$ cat src/rtl/wake_pkg.sv
package wake_pkg;
  typedef enum logic [1:0] {
    SEL_WCTL  = 2'd0,
    SEL_FCTL  = 2'd1,
    SEL_WSTAT = 2'd2,
    SEL_PMCSR = 2'd3
  } reg_sel_e;

  typedef enum logic [1:0] {
    DST_D0 = 2'b00,
    DST_D3 = 2'b11
  } dstate_e;

  localparam int APM_EN_BIT  = 0;
  localparam int LNK_EN_BIT  = 16;
  localparam int MAG_ST_BIT  = 0;
  localparam int FLT_ST_LSB  = 1;
  localparam int LNK_ST_BIT  = 16;
  localparam int PME_EN_BIT  = 8;
  localparam int PME_ST_BIT  = 15;
endpackage

$ cat src/rtl/wake_cfg.sv
module wake_cfg
  import wake_pkg::*;
#(
  parameter int NF = 4,
  parameter int DW = 32
) (
  input  logic          clk,
  input  logic          rst,
  input  logic          nvm_load,
  input  logic          nvm_apm_en,
  input  logic          phy_pwr_lost,
  input  logic          wr_en,
  input  logic [1:0]    wr_addr,
  input  logic [DW-1:0] wr_data,
  output logic          apm_en,
  output logic [NF-1:0] flt_en,
  output logic          lnk_en
);
  logic wr_wctl, wr_fctl;

  assign wr_wctl = wr_en && (wr_addr == SEL_WCTL);
  assign wr_fctl = wr_en && (wr_addr == SEL_FCTL);

  always_ff @(posedge clk) begin
    if (rst) begin
      apm_en <= nvm_apm_en;
      flt_en <= '0;
      lnk_en <= 1'b0;
    end else if (phy_pwr_lost) begin
      apm_en <= nvm_apm_en;
      flt_en <= '0;
      lnk_en <= 1'b0;
    end else begin
      if (nvm_load)
        apm_en <= nvm_apm_en;
      else if (wr_wctl)
        apm_en <= wr_data[APM_EN_BIT];
      if (wr_fctl) begin
        flt_en <= wr_data[NF-1:0];
        lnk_en <= wr_data[LNK_EN_BIT];
      end
    end
  end

  // the APM enable moves only on a reload, power loss or a control write
  assert_apm_hold_R2: assert property (@(posedge clk) disable iff (rst)
    (!nvm_load && !phy_pwr_lost && !wr_wctl) |=> $stable(apm_en));

  // after PHY power loss the filter configuration is empty
  assert_pwr_loss_clear_R12: assert property (@(posedge clk) disable iff (rst)
    phy_pwr_lost |=> (flt_en == '0 && !lnk_en));
endmodule

$ cat src/rtl/wake_status.sv
module wake_status
  import wake_pkg::*;
#(
  parameter int NF = 4,
  parameter int DW = 32
) (
  input  logic          clk,
  input  logic          rst,
  input  logic          frame_valid,
  input  logic          frame_addr_pass,
  input  logic          frame_magic_hit,
  input  logic [NF-1:0] frame_flt_hit,
  input  logic          link_up,
  input  logic          apm_en,
  input  logic [NF-1:0] flt_en,
  input  logic          lnk_en,
  input  logic          wr_en,
  input  logic [1:0]    wr_addr,
  input  logic [DW-1:0] wr_data,
  output logic          mag_st,
  output logic [NF-1:0] flt_st,
  output logic          lnk_st,
  output logic          wake_set
);
  logic          pkt_lock, frame_ok, mag_set, lnk_set, lnk_evt;
  logic [NF-1:0] flt_set;
  logic          lnk_prev_q, lnk_vld_q;
  logic          wr_stat, clr_mag, clr_lnk;
  logic [NF-1:0] clr_flt;

  assign pkt_lock = mag_st | (|flt_st);
  assign frame_ok = frame_valid & ~pkt_lock;
  assign mag_set  = frame_ok & frame_magic_hit & apm_en;
  assign flt_set  = (frame_ok & frame_addr_pass) ? (frame_flt_hit & flt_en) : '0;

  assign lnk_evt  = lnk_vld_q & (link_up ^ lnk_prev_q);
  assign lnk_set  = lnk_evt & lnk_en & ~lnk_st;

  assign wr_stat  = wr_en && (wr_addr == SEL_WSTAT);
  assign clr_mag  = wr_stat & wr_data[MAG_ST_BIT];
  assign clr_flt  = wr_stat ? wr_data[FLT_ST_LSB +: NF] : '0;
  assign clr_lnk  = wr_stat & wr_data[LNK_ST_BIT];

  assign wake_set = mag_set | (|flt_set) | lnk_set;

  always_ff @(posedge clk) begin
    if (rst) begin
      lnk_prev_q <= 1'b0;
      lnk_vld_q  <= 1'b0;
    end else begin
      lnk_prev_q <= link_up;
      lnk_vld_q  <= 1'b1;
    end
  end

  always_ff @(posedge clk) begin
    if (rst) begin
      mag_st <= 1'b0;
      lnk_st <= 1'b0;
    end else begin
      mag_st <= mag_set | (mag_st & ~clr_mag);
      lnk_st <= lnk_set | (lnk_st & ~clr_lnk);
    end
  end

  for (genvar i = 0; i < NF; i++) begin : g_flt_st
    always_ff @(posedge clk) begin
      if (rst) flt_st[i] <= 1'b0;
      else     flt_st[i] <= flt_set[i] | (flt_st[i] & ~clr_flt[i]);
    end
  end

  // the magic bit rises only on a magic frame with APM enabled
  assert_magic_needs_apm_R3: assert property (@(posedge clk) disable iff (rst)
    $rose(mag_st) |-> $past(apm_en && frame_valid && frame_magic_hit));

  // while a packet bit is pending and no clear is written, no new packet bit appears
  assert_pkt_lockout_R6: assert property (@(posedge clk) disable iff (rst)
    (pkt_lock && !wr_stat) |=> ((flt_st & ~$past(flt_st)) == '0 && mag_st == $past(mag_st)));

  // a pending link bit survives any link activity until written
  assert_lnk_lockout_R7: assert property (@(posedge clk) disable iff (rst)
    (lnk_st && !wr_stat) |=> lnk_st);

  // a filter bit rises only for an address-passing frame with that filter enabled
  for (genvar j = 0; j < NF; j++) begin : g_flt_chk
    assert_flt_gate_R4: assert property (@(posedge clk) disable iff (rst)
      $rose(flt_st[j]) |-> $past(frame_valid && frame_addr_pass && frame_flt_hit[j] && flt_en[j]));
  end
endmodule

$ cat src/rtl/wake_pm.sv
module wake_pm
  import wake_pkg::*;
#(
  parameter int DW = 32
) (
  input  logic          clk,
  input  logic          rst,
  input  logic          wake_set,
  input  logic          wr_en,
  input  logic [1:0]    wr_addr,
  input  logic [DW-1:0] wr_data,
  input  logic          host_req_valid,
  input  logic          host_req_cfg,
  output logic [1:0]    dstate,
  output logic          pme_en,
  output logic          pme_st,
  output logic          pme_req,
  output logic          host_req_grant
);
  logic wr_pm, pme_st_d, pme_en_d, legal_ds;

  assign wr_pm    = wr_en && (wr_addr == SEL_PMCSR);
  assign legal_ds = (wr_data[1:0] == DST_D0) || (wr_data[1:0] == DST_D3);
  assign pme_st_d = wake_set | (pme_st & ~(wr_pm & wr_data[PME_ST_BIT]));
  assign pme_en_d = wr_pm ? wr_data[PME_EN_BIT] : pme_en;

  always_ff @(posedge clk) begin
    if (rst) begin
      dstate         <= DST_D0;
      pme_en         <= 1'b0;
      pme_st         <= 1'b0;
      pme_req        <= 1'b0;
      host_req_grant <= 1'b0;
    end else begin
      if (wr_pm && legal_ds) dstate <= wr_data[1:0];
      pme_en         <= pme_en_d;
      pme_st         <= pme_st_d;
      pme_req        <= pme_st_d & pme_en_d;
      host_req_grant <= host_req_valid & (host_req_cfg | (dstate == DST_D0));
    end
  end

  // only D0 and D3 are ever held
  assert_dstate_legal_R9: assert property (@(posedge clk) disable iff (rst)
    (dstate == DST_D0) || (dstate == DST_D3));

  // the request tracks the flag pair
  assert_pme_req_R10: assert property (@(posedge clk) disable iff (rst)
    pme_req == (pme_st && pme_en));

  // a wake event leaves PME_Status set even against a clear
  assert_set_wins_R8: assert property (@(posedge clk) disable iff (rst)
    wake_set |=> pme_st);

  // a non-configuration grant requires D0 in the request cycle
  assert_grant_gate_R11: assert property (@(posedge clk) disable iff (rst)
    host_req_grant |-> $past(host_req_valid && (host_req_cfg || dstate == DST_D0)));
endmodule

$ cat src/rtl/wake_evt_ctrl.sv
module wake_evt_ctrl
  import wake_pkg::*;
#(
  parameter int NF = 4,
  parameter int DW = 32
) (
  input  logic          clk,
  input  logic          rst,
  input  logic          nvm_load,
  input  logic          nvm_apm_en,
  input  logic          phy_pwr_lost,
  input  logic          frame_valid,
  input  logic          frame_addr_pass,
  input  logic          frame_magic_hit,
  input  logic [NF-1:0] frame_flt_hit,
  input  logic          link_up,
  input  logic          reg_we,
  input  logic          reg_re,
  input  logic [1:0]    reg_addr,
  input  logic [DW-1:0] reg_wdata,
  output logic [DW-1:0] reg_rdata,
  input  logic          host_req_valid,
  input  logic          host_req_cfg,
  output logic          host_req_grant,
  output logic          pme_req,
  output logic          dev_in_d3
);
  logic          apm_en, lnk_en, mag_st, lnk_st, wake_set, pme_en, pme_st;
  logic [NF-1:0] flt_en, flt_st;
  logic [1:0]    dstate;
  logic [DW-1:0] rd_mux;

  wake_cfg #(.NF(NF), .DW(DW)) u_cfg (
    .clk(clk), .rst(rst), .nvm_load(nvm_load), .nvm_apm_en(nvm_apm_en),
    .phy_pwr_lost(phy_pwr_lost), .wr_en(reg_we), .wr_addr(reg_addr),
    .wr_data(reg_wdata), .apm_en(apm_en), .flt_en(flt_en), .lnk_en(lnk_en)
  );

  wake_status #(.NF(NF), .DW(DW)) u_status (
    .clk(clk), .rst(rst), .frame_valid(frame_valid),
    .frame_addr_pass(frame_addr_pass), .frame_magic_hit(frame_magic_hit),
    .frame_flt_hit(frame_flt_hit), .link_up(link_up), .apm_en(apm_en),
    .flt_en(flt_en), .lnk_en(lnk_en), .wr_en(reg_we), .wr_addr(reg_addr),
    .wr_data(reg_wdata), .mag_st(mag_st), .flt_st(flt_st), .lnk_st(lnk_st),
    .wake_set(wake_set)
  );

  wake_pm #(.DW(DW)) u_pm (
    .clk(clk), .rst(rst), .wake_set(wake_set), .wr_en(reg_we),
    .wr_addr(reg_addr), .wr_data(reg_wdata), .host_req_valid(host_req_valid),
    .host_req_cfg(host_req_cfg), .dstate(dstate), .pme_en(pme_en),
    .pme_st(pme_st), .pme_req(pme_req), .host_req_grant(host_req_grant)
  );

  always_comb begin
    rd_mux = '0;
    unique case (reg_addr)
      SEL_WCTL:  rd_mux[APM_EN_BIT] = apm_en;
      SEL_FCTL: begin
        rd_mux[NF-1:0]   = flt_en;
        rd_mux[LNK_EN_BIT] = lnk_en;
      end
      SEL_WSTAT: begin
        rd_mux[MAG_ST_BIT]         = mag_st;
        rd_mux[FLT_ST_LSB +: NF]   = flt_st;
        rd_mux[LNK_ST_BIT]         = lnk_st;
      end
      SEL_PMCSR: begin
        rd_mux[1:0]        = dstate;
        rd_mux[PME_EN_BIT] = pme_en;
        rd_mux[PME_ST_BIT] = pme_st;
      end
      default: rd_mux = '0;
    endcase
  end

  always_ff @(posedge clk) begin
    if (rst) begin
      reg_rdata <= '0;
      dev_in_d3 <= 1'b0;
    end else begin
      if (reg_re) reg_rdata <= rd_mux;
      dev_in_d3 <= (reg_we && reg_addr == SEL_PMCSR && reg_wdata[1:0] == DST_D3) ? 1'b1 :
                   (reg_we && reg_addr == SEL_PMCSR && reg_wdata[1:0] == DST_D0) ? 1'b0 :
                   (dstate == DST_D3);
    end
  end

  // the state flag agrees with the held state
  assert_d3_flag_R9: assert property (@(posedge clk) disable iff (rst)
    dev_in_d3 == (dstate == DST_D3));
endmodule

$ cat config.mk
export PLATFORM = sky130hd
export DESIGN_NAME = wake_evt_ctrl
export DESIGN_NICKNAME = d
export VERILOG_FILES = /design/src/rtl/wake_pkg.sv /design/src/rtl/wake_cfg.sv /design/src/rtl/wake_status.sv /design/src/rtl/wake_pm.sv /design/src/rtl/wake_evt_ctrl.sv
export SDC_FILE = /design/constraint.sdc
export NUM_CORES = 1
export LEC_CHECK = 0
export ABC_AREA = 1
export BUFFER_PORTS_ARGS = -buffer_cell sky130_fd_sc_hd__buf_2
export CAP_MARGIN = 20
export CORE_AREA = 8 8 95 97
export CTS_CLUSTER_DIAMETER = 80
export DETAILED_ROUTE_END_ITERATION = 10
export DIE_AREA = 0 0 103 105
export PLACE_DENSITY = 0.42
export SETUP_SLACK_MARGIN = 0.3
export SLEW_MARGIN = 20
export SYNTH_ARGS = -nofsm -noshare
export SYNTH_HDL_FRONTEND = slang
export SYNTH_HIERARCHICAL = 1
export SYNTH_SLANG_ARGS = --single-unit
$ cat constraint.sdc
create_clock -name clk -period 1.5 [get_ports clk]
set_clock_uncertainty 0.1 [all_clocks]
set_input_delay 0.075 -clock clk [delete_from_list [all_inputs] [get_ports clk]]
set_output_delay 0.075 -clock clk [all_outputs]
set_load 0.01 [all_outputs]
==> results.cfg, run 1 <==
[floorplan]
initial_core_util = 0.222
io-pin-count = 86
die_w_um = 103
die-area_sq_um = 10800
coreArea_sq_um = 7530
row_count = 32
die_h_um = 105

[sta]
layout_min_cycle_time_ns = 1.27
hold_slack_ns = 0.0160
post-route-period-util = 0.846
setup_tns_ns = 0
hold_violations = 0
fmax_mhz = 788
drv_slew = 0
rsz0062_at_grt = yes
finalSetupViolations = 0

[routing]
via_per_inst = 3.77
drt-pass1-iter-count = 4
drt-initial-drc-count = 63
num_vias = 1508
wl_per_cell_um = 11.1
wirelength_um = 4450
ant_nets = 0
drc = 0

[global_routing]
grt_usage = 0.0838
grt_max_degree = 22
grt_overflow = 0
grt_pass1_vias = 1486
antenna_found_initial = 0
grt_pass1_wl_um = 7150

[status]
status = finished clean

[synthesis]
syn_area_per_cell_sq_um = 6.93
ys_warn_count = 6
syn-instance-count = 241
yosysUniqueCellTypes = 28
ys_async_sr_fraction = 0
synth-main-ff-cell = dfxtp_1
synth.cell_area_sq_um = 1670
synth.area.top_cells = dfxtp_1 (34%), nand2_1 (14%), buf_4 (11%), inv_1 (7.4%), nor2_1 (5.6%)
synth_enable_flop_cells = 1
ys_seq_area_frac = 0.354
yosys.area.top_type = dfxtp_1
synth_top_area_frac = 0.336
synth_seq_cells = 29

[hold_path]
hp-class = in2reg

[critical_path]
arrival_ns = 1.33
crit_path_start_kind = flop
worstPathMaxFanout = 2
end_kind = flop
cp.required_ns = 1.56
setup.worst_path.class = reg2reg

[clocking]
numClockSinks = 29
cts_htree_levels = 2
cts_tree = built
cts_root_buf = clkbuf_8
clockBufferDepth = 2
insertion_delay_ns = 0.27
cts_buffers = 5
clkTransAtPathRegs_ns = 0.06

[cells_and_area]
antenna_cells = 0
layout_commonest_cell = nand2_1
area_growth_pct = 27.3
multi_input_area_sq_um = 851
regArea_sq_um = 596
drive_gt1_frac = 0.245
fin_nets = 353
final_cell_mix = nand2_1 (61), buf_2 (37), inv_1 (33)
final_util = 0.283
fillers = 865

[placement]
place_congestion = 0.727
port_buffers = 37
hpwl_um = 3490

[pwr]
p_per_area_nw_per_um2 = 811
peakVddDrop_uv = 228
power.leakage_nw = 1.08
power_mw = 1.73

[flow_run]
drv_cap = 0
[where the power goes]
part / total (mW) / switching (mW) / leakage (nW) / internal [mW]
clock network: 0.650 / 0.287 / 0.0443 / 0.363
logic: 0.262 / 0.160 / 0.794 / 0.102
registers: 0.813 / 0.0143 / 0.240 / 0.798
total: 1.73 / 0.462 / 1.08 / 1.26
[metal layers]
metal / routed length [um] / vias to the layer above / part of all wire / GRT usage
met5: 0 / - / 0 / 0
met4: 57 / 0 / 0.013 / 0.0403
met3: 405 / 2 / 0.091 / 0.0299
met2: 1970 / 48 / 0.44 / 0.130
met1: 2020 / 651 / 0.45 / 0.0994
li1: - / 807 / - / -
[per-stage QoR]
stage | setup slack [ns] | cells | area [sq um]
floorplan | 0.391 | 264 | 1760
global placement | 0.218 | 378 | 1890
detailed placement | 0.209 | 378 | 1890
CTS | 0.237 | 397 | 2090
global route | 0.148 | 400 | 2130
finish | 0.230 | 400 | 2130
[registers in the layout, summed over array words and instances, names as in the netlist]
| name | count |
|---|---|
| u_status/lnk_st | 1 |
| u_status/mag_st | 1 |
| u_pm/dstate | 2 |
| u_cfg/flt_en | 4 |
| reg_rdata | 8 |
| u_status/lnk_vld_q | 1 |
| u_pm/pme_req | 1 |
| u_pm/host_req_grant | 1 |
| u_cfg/lnk_en | 1 |
| u_status/flt_st | 4 |
| u_status/lnk_prev_q | 1 |
| u_pm/pme_en | 1 |
| dev_in_d3 | 1 |
| u_pm/pme_st | 1 |
| u_cfg/apm_en | 1 |
[Yosys cell counts, types with 4 or more instances]
library cell,instances
nand2_1,61
o21ai_0,8
a21oi_1,16
buf_4,24
nand4_1,6
nor2_4,5
inv_1,33
nor2_1,25
nand2_2,4
nand3_1,8
ha_1,4
dfxtp_1,28
[cell families (layout without fill, tap and decap cells)]
family                     after synthesis  in the layout  synth area share
and+or+nand+nor                        113            113             0.313
buffers and inverters                   63             97             0.196
AOI/OAI and AO/OA                       30             30            0.0996
DFF                                     29             29             0.354
adders and majority gates                4              4            0.0300
other                                    1             24           0.00225
xor gates and xnor gates                 1              1           0.00524
[timing repair]
item | in CTS | in global routing
buffers inserted | 3 | 3
endpoints found under the hold margin | 9 | 0
hold buffers | 9 | 0
pin swaps | 2 | 3
setup endpoints to repair | 2 | 3
resized for setup | 0 | 7
[worst max-delay path: stages, from the launching register on]
cell	delay [ns]
edfxtp_1	0.41
nand2_1	0.09
inv_1	0.04
nand4_1	0.09
nand2_1	0.06
nor2_1	0.09
nand2_1	0.09
a21oi_2	0.13
nor2_1	0.05
[area by class of cell]
type                    count  share of cell area
repair buffers             53               0.154
well taps                 102              0.0600
multi-input cells         172               0.400
inverters                  37              0.0653
flip-flops and latches     29               0.280
clock buffers               7              0.0406
[worst paths after layout]
path            startpoint             to  slack (ns)  cells past startpoint
max           u_cfg/apm_en    u_pm/pme_st        0.23                      8
min           reg_wdata[8]    u_pm/pme_en        0.02                      5
max reg2reg   u_cfg/apm_en    u_pm/pme_st        0.23                      8
min reg2reg  reg_rdata[16]  reg_rdata[16]        0.36                      2
(Power assumes the default switching activity.)
==> run 2: changes to the inputs <==
- PLACE_DENSITY: 0.42 -> 0.44
- clock period: 1.5 -> 1.1 ns (I/O delays scaled with it)
==> results.cfg, run 2 (synthesis gave the netlist of run 1 again) <==
[routing]
drt-initial-drc-count = 65
ant_nets = 0
drc = 0
drt-pass1-iter-count = 4
via_per_inst = 3.72
wl_per_cell_um = 11.0
wirelength_um = 4600
num_vias = 1552

[critical_path]
end_kind = flop
arrival_ns = 1.33
path_cells = nand2_1 -> inv_1 -> nand4_1 -> nand2_1 -> nor2_1 -> nand2_1 -> a21oi_2 -> nor2_1
worstPathMaxFanout = 2
path_common_cell = nand2_1
cp.required_ns = 1.18
setup.worst_path.class = reg2reg
crit_slowest_cell = edfxtp_1
crit_family = simple AND/OR/NAND/NOR gates
path_buf_inv = 1
crit_path_start_kind = flop
cpPeakStageDelay_ns = 0.41

[cells_and_area]
antenna_cells = 0
max_flop_register = reg_rdata
layout_commonest_cell = nand2_1
final_util = 0.324
largest_reg_flops = 8
area_growth_pct = 46.0
reg_top3 = reg_rdata x8, u_cfg/flt_en x4, u_status/flt_st x4
fillers = 866
fin_nets = 370
final_cell_mix = nand2_1 (52), buf_2 (28), inv_1 (24), conb_1 (24), nor2_1 (22)
drive_gt1_frac = 0.425

[floorplan]
io-pin-count = 86
die-area_sq_um = 10800
initial_core_util = 0.222
coreArea_sq_um = 7530
die_h_um = 105
row_count = 32
die_w_um = 103

[placement]
place_congestion = 0.752
hpwl_um = 3640
port_buffers = 37

[sta]
rsz0062_at_grt = yes
finalSetupViolations = 3
fmax_mhz = 801
drv_slew = 0
worst_slack_ns = -0.148
layout_min_cycle_time_ns = 1.25
post-route-period-util = 1.13
hold_violations = 5
hold_slack_ns = -0.0639
setup_tns_ns = -0.355

[clocking]
cts_htree_levels = 2
cts_buffers = 5
insertion_delay_ns = 0.28
numClockSinks = 29
cts_tree = built
clkTransAtPathRegs_ns = 0.06
cts_root_buf = clkbuf_8
clockBufferDepth = 2

[global_routing]
grt_overflow = 0
grt_usage = 0.0899
antenna_found_initial = 0
grt_pass1_wl_um = 7650
grt_pass1_vias = 1589
grt_max_degree = 22

[pwr]
peakVddDrop_uv = 386
power.leakage_nw = 1.22
p_per_area_nw_per_um2 = 995

[status]
violations = negative hold slack, negative setup slack
status = finished, violations left

[flow_run]
drv_cap = 0

[hold_path]
hp-class = in2reg
run 2: cell count changes in the layout (fill, tap and decap cells not counted), moves of 6 or more:
cell	before	now
buf_2	37	28
buf_4	7	13
buf_6	0	21
dfxtp_1	24	6
dfxtp_2	4	20
inv_1	33	24
inv_2	2	11
nand2_1	61	52
nand2_2	4	13
run 2: report_power, final:
group	total (mW)	switching, mW	internal [mW]	leakage [nW]
sequential	1.11	0.0205	1.09	0.249
clock	0.904	0.408	0.496	0.0443
combinational	0.414	0.237	0.177	0.927
run 2: cell type report:
| class | count | area (sq um) | area share |
|---|---|---|---|
| sequential | 29 | 623 | 0.256 |
| tap | 102 | 128 | 0.0523 |
| clock buffer | 7 | 86.3 | 0.0354 |
| multi-input combinational | 172 | 897 | 0.368 |
| inverter | 37 | 140 | 0.0575 |
| timing repair buffer | 70 | 564 | 0.231 |
run 2: metrics by stage:
stage | hold slack [ns] | instance area [sq um] | total power, mW | setup WS (ns) | instances
2_1_floorplan | 0.0241 | 1760 | 1.38 | 0.0165 | 264
3_3_place_gp | 0.180 | 2040 | 1.48 | -0.167 | 396
3_5_place_dp | 0.187 | 2040 | 1.48 | -0.145 | 396
4_1_cts | -0.0672 | 2350 | 2.44 | -0.154 | 412
5_1_grt | -0.0517 | 2440 | 2.56 | -0.263 | 417
6_report | -0.0639 | 2440 | 2.43 | -0.148 | 417
run 2: worst min-delay path, stage by stage:
cell and delay (ns):
buf_2 0.07, nand2_1 0.04, nand2_1 0.04
run 2: final timing paths:
path,from,end,slack [ns],cells past startpoint
worst max-delay path,u_cfg/apm_en,u_pm/pme_req,-0.15,8
worst min register to register,reg_rdata[16],reg_rdata[16],0.37,2
worst max register to register,u_cfg/apm_en,u_pm/pme_req,-0.15,8
worst min-delay path,nvm_apm_en,u_cfg/apm_en,-0.06,3
run 2: layer usage:
layer | part of all wire | vias up | global-route usage
li1 | - | 848 | -
met1 | 0.44 | 659 | 0.107
met2 | 0.46 | 40 | 0.143
met3 | 0.084 | 5 | 0.0312
met4 | 0.017 | 0 | 0.0372
met5 | 0 | - | 0
run 2: timing repair:
item | 4_1_cts | 5_1_grt
resized for setup | 54 | 18
setup buffers | 3 | 4
endpoints found under the setup margin | 31 | 34
hold endpoints to repair | 12 | 2
pin swaps | 8 | 11
hold buffers | 6 | 1
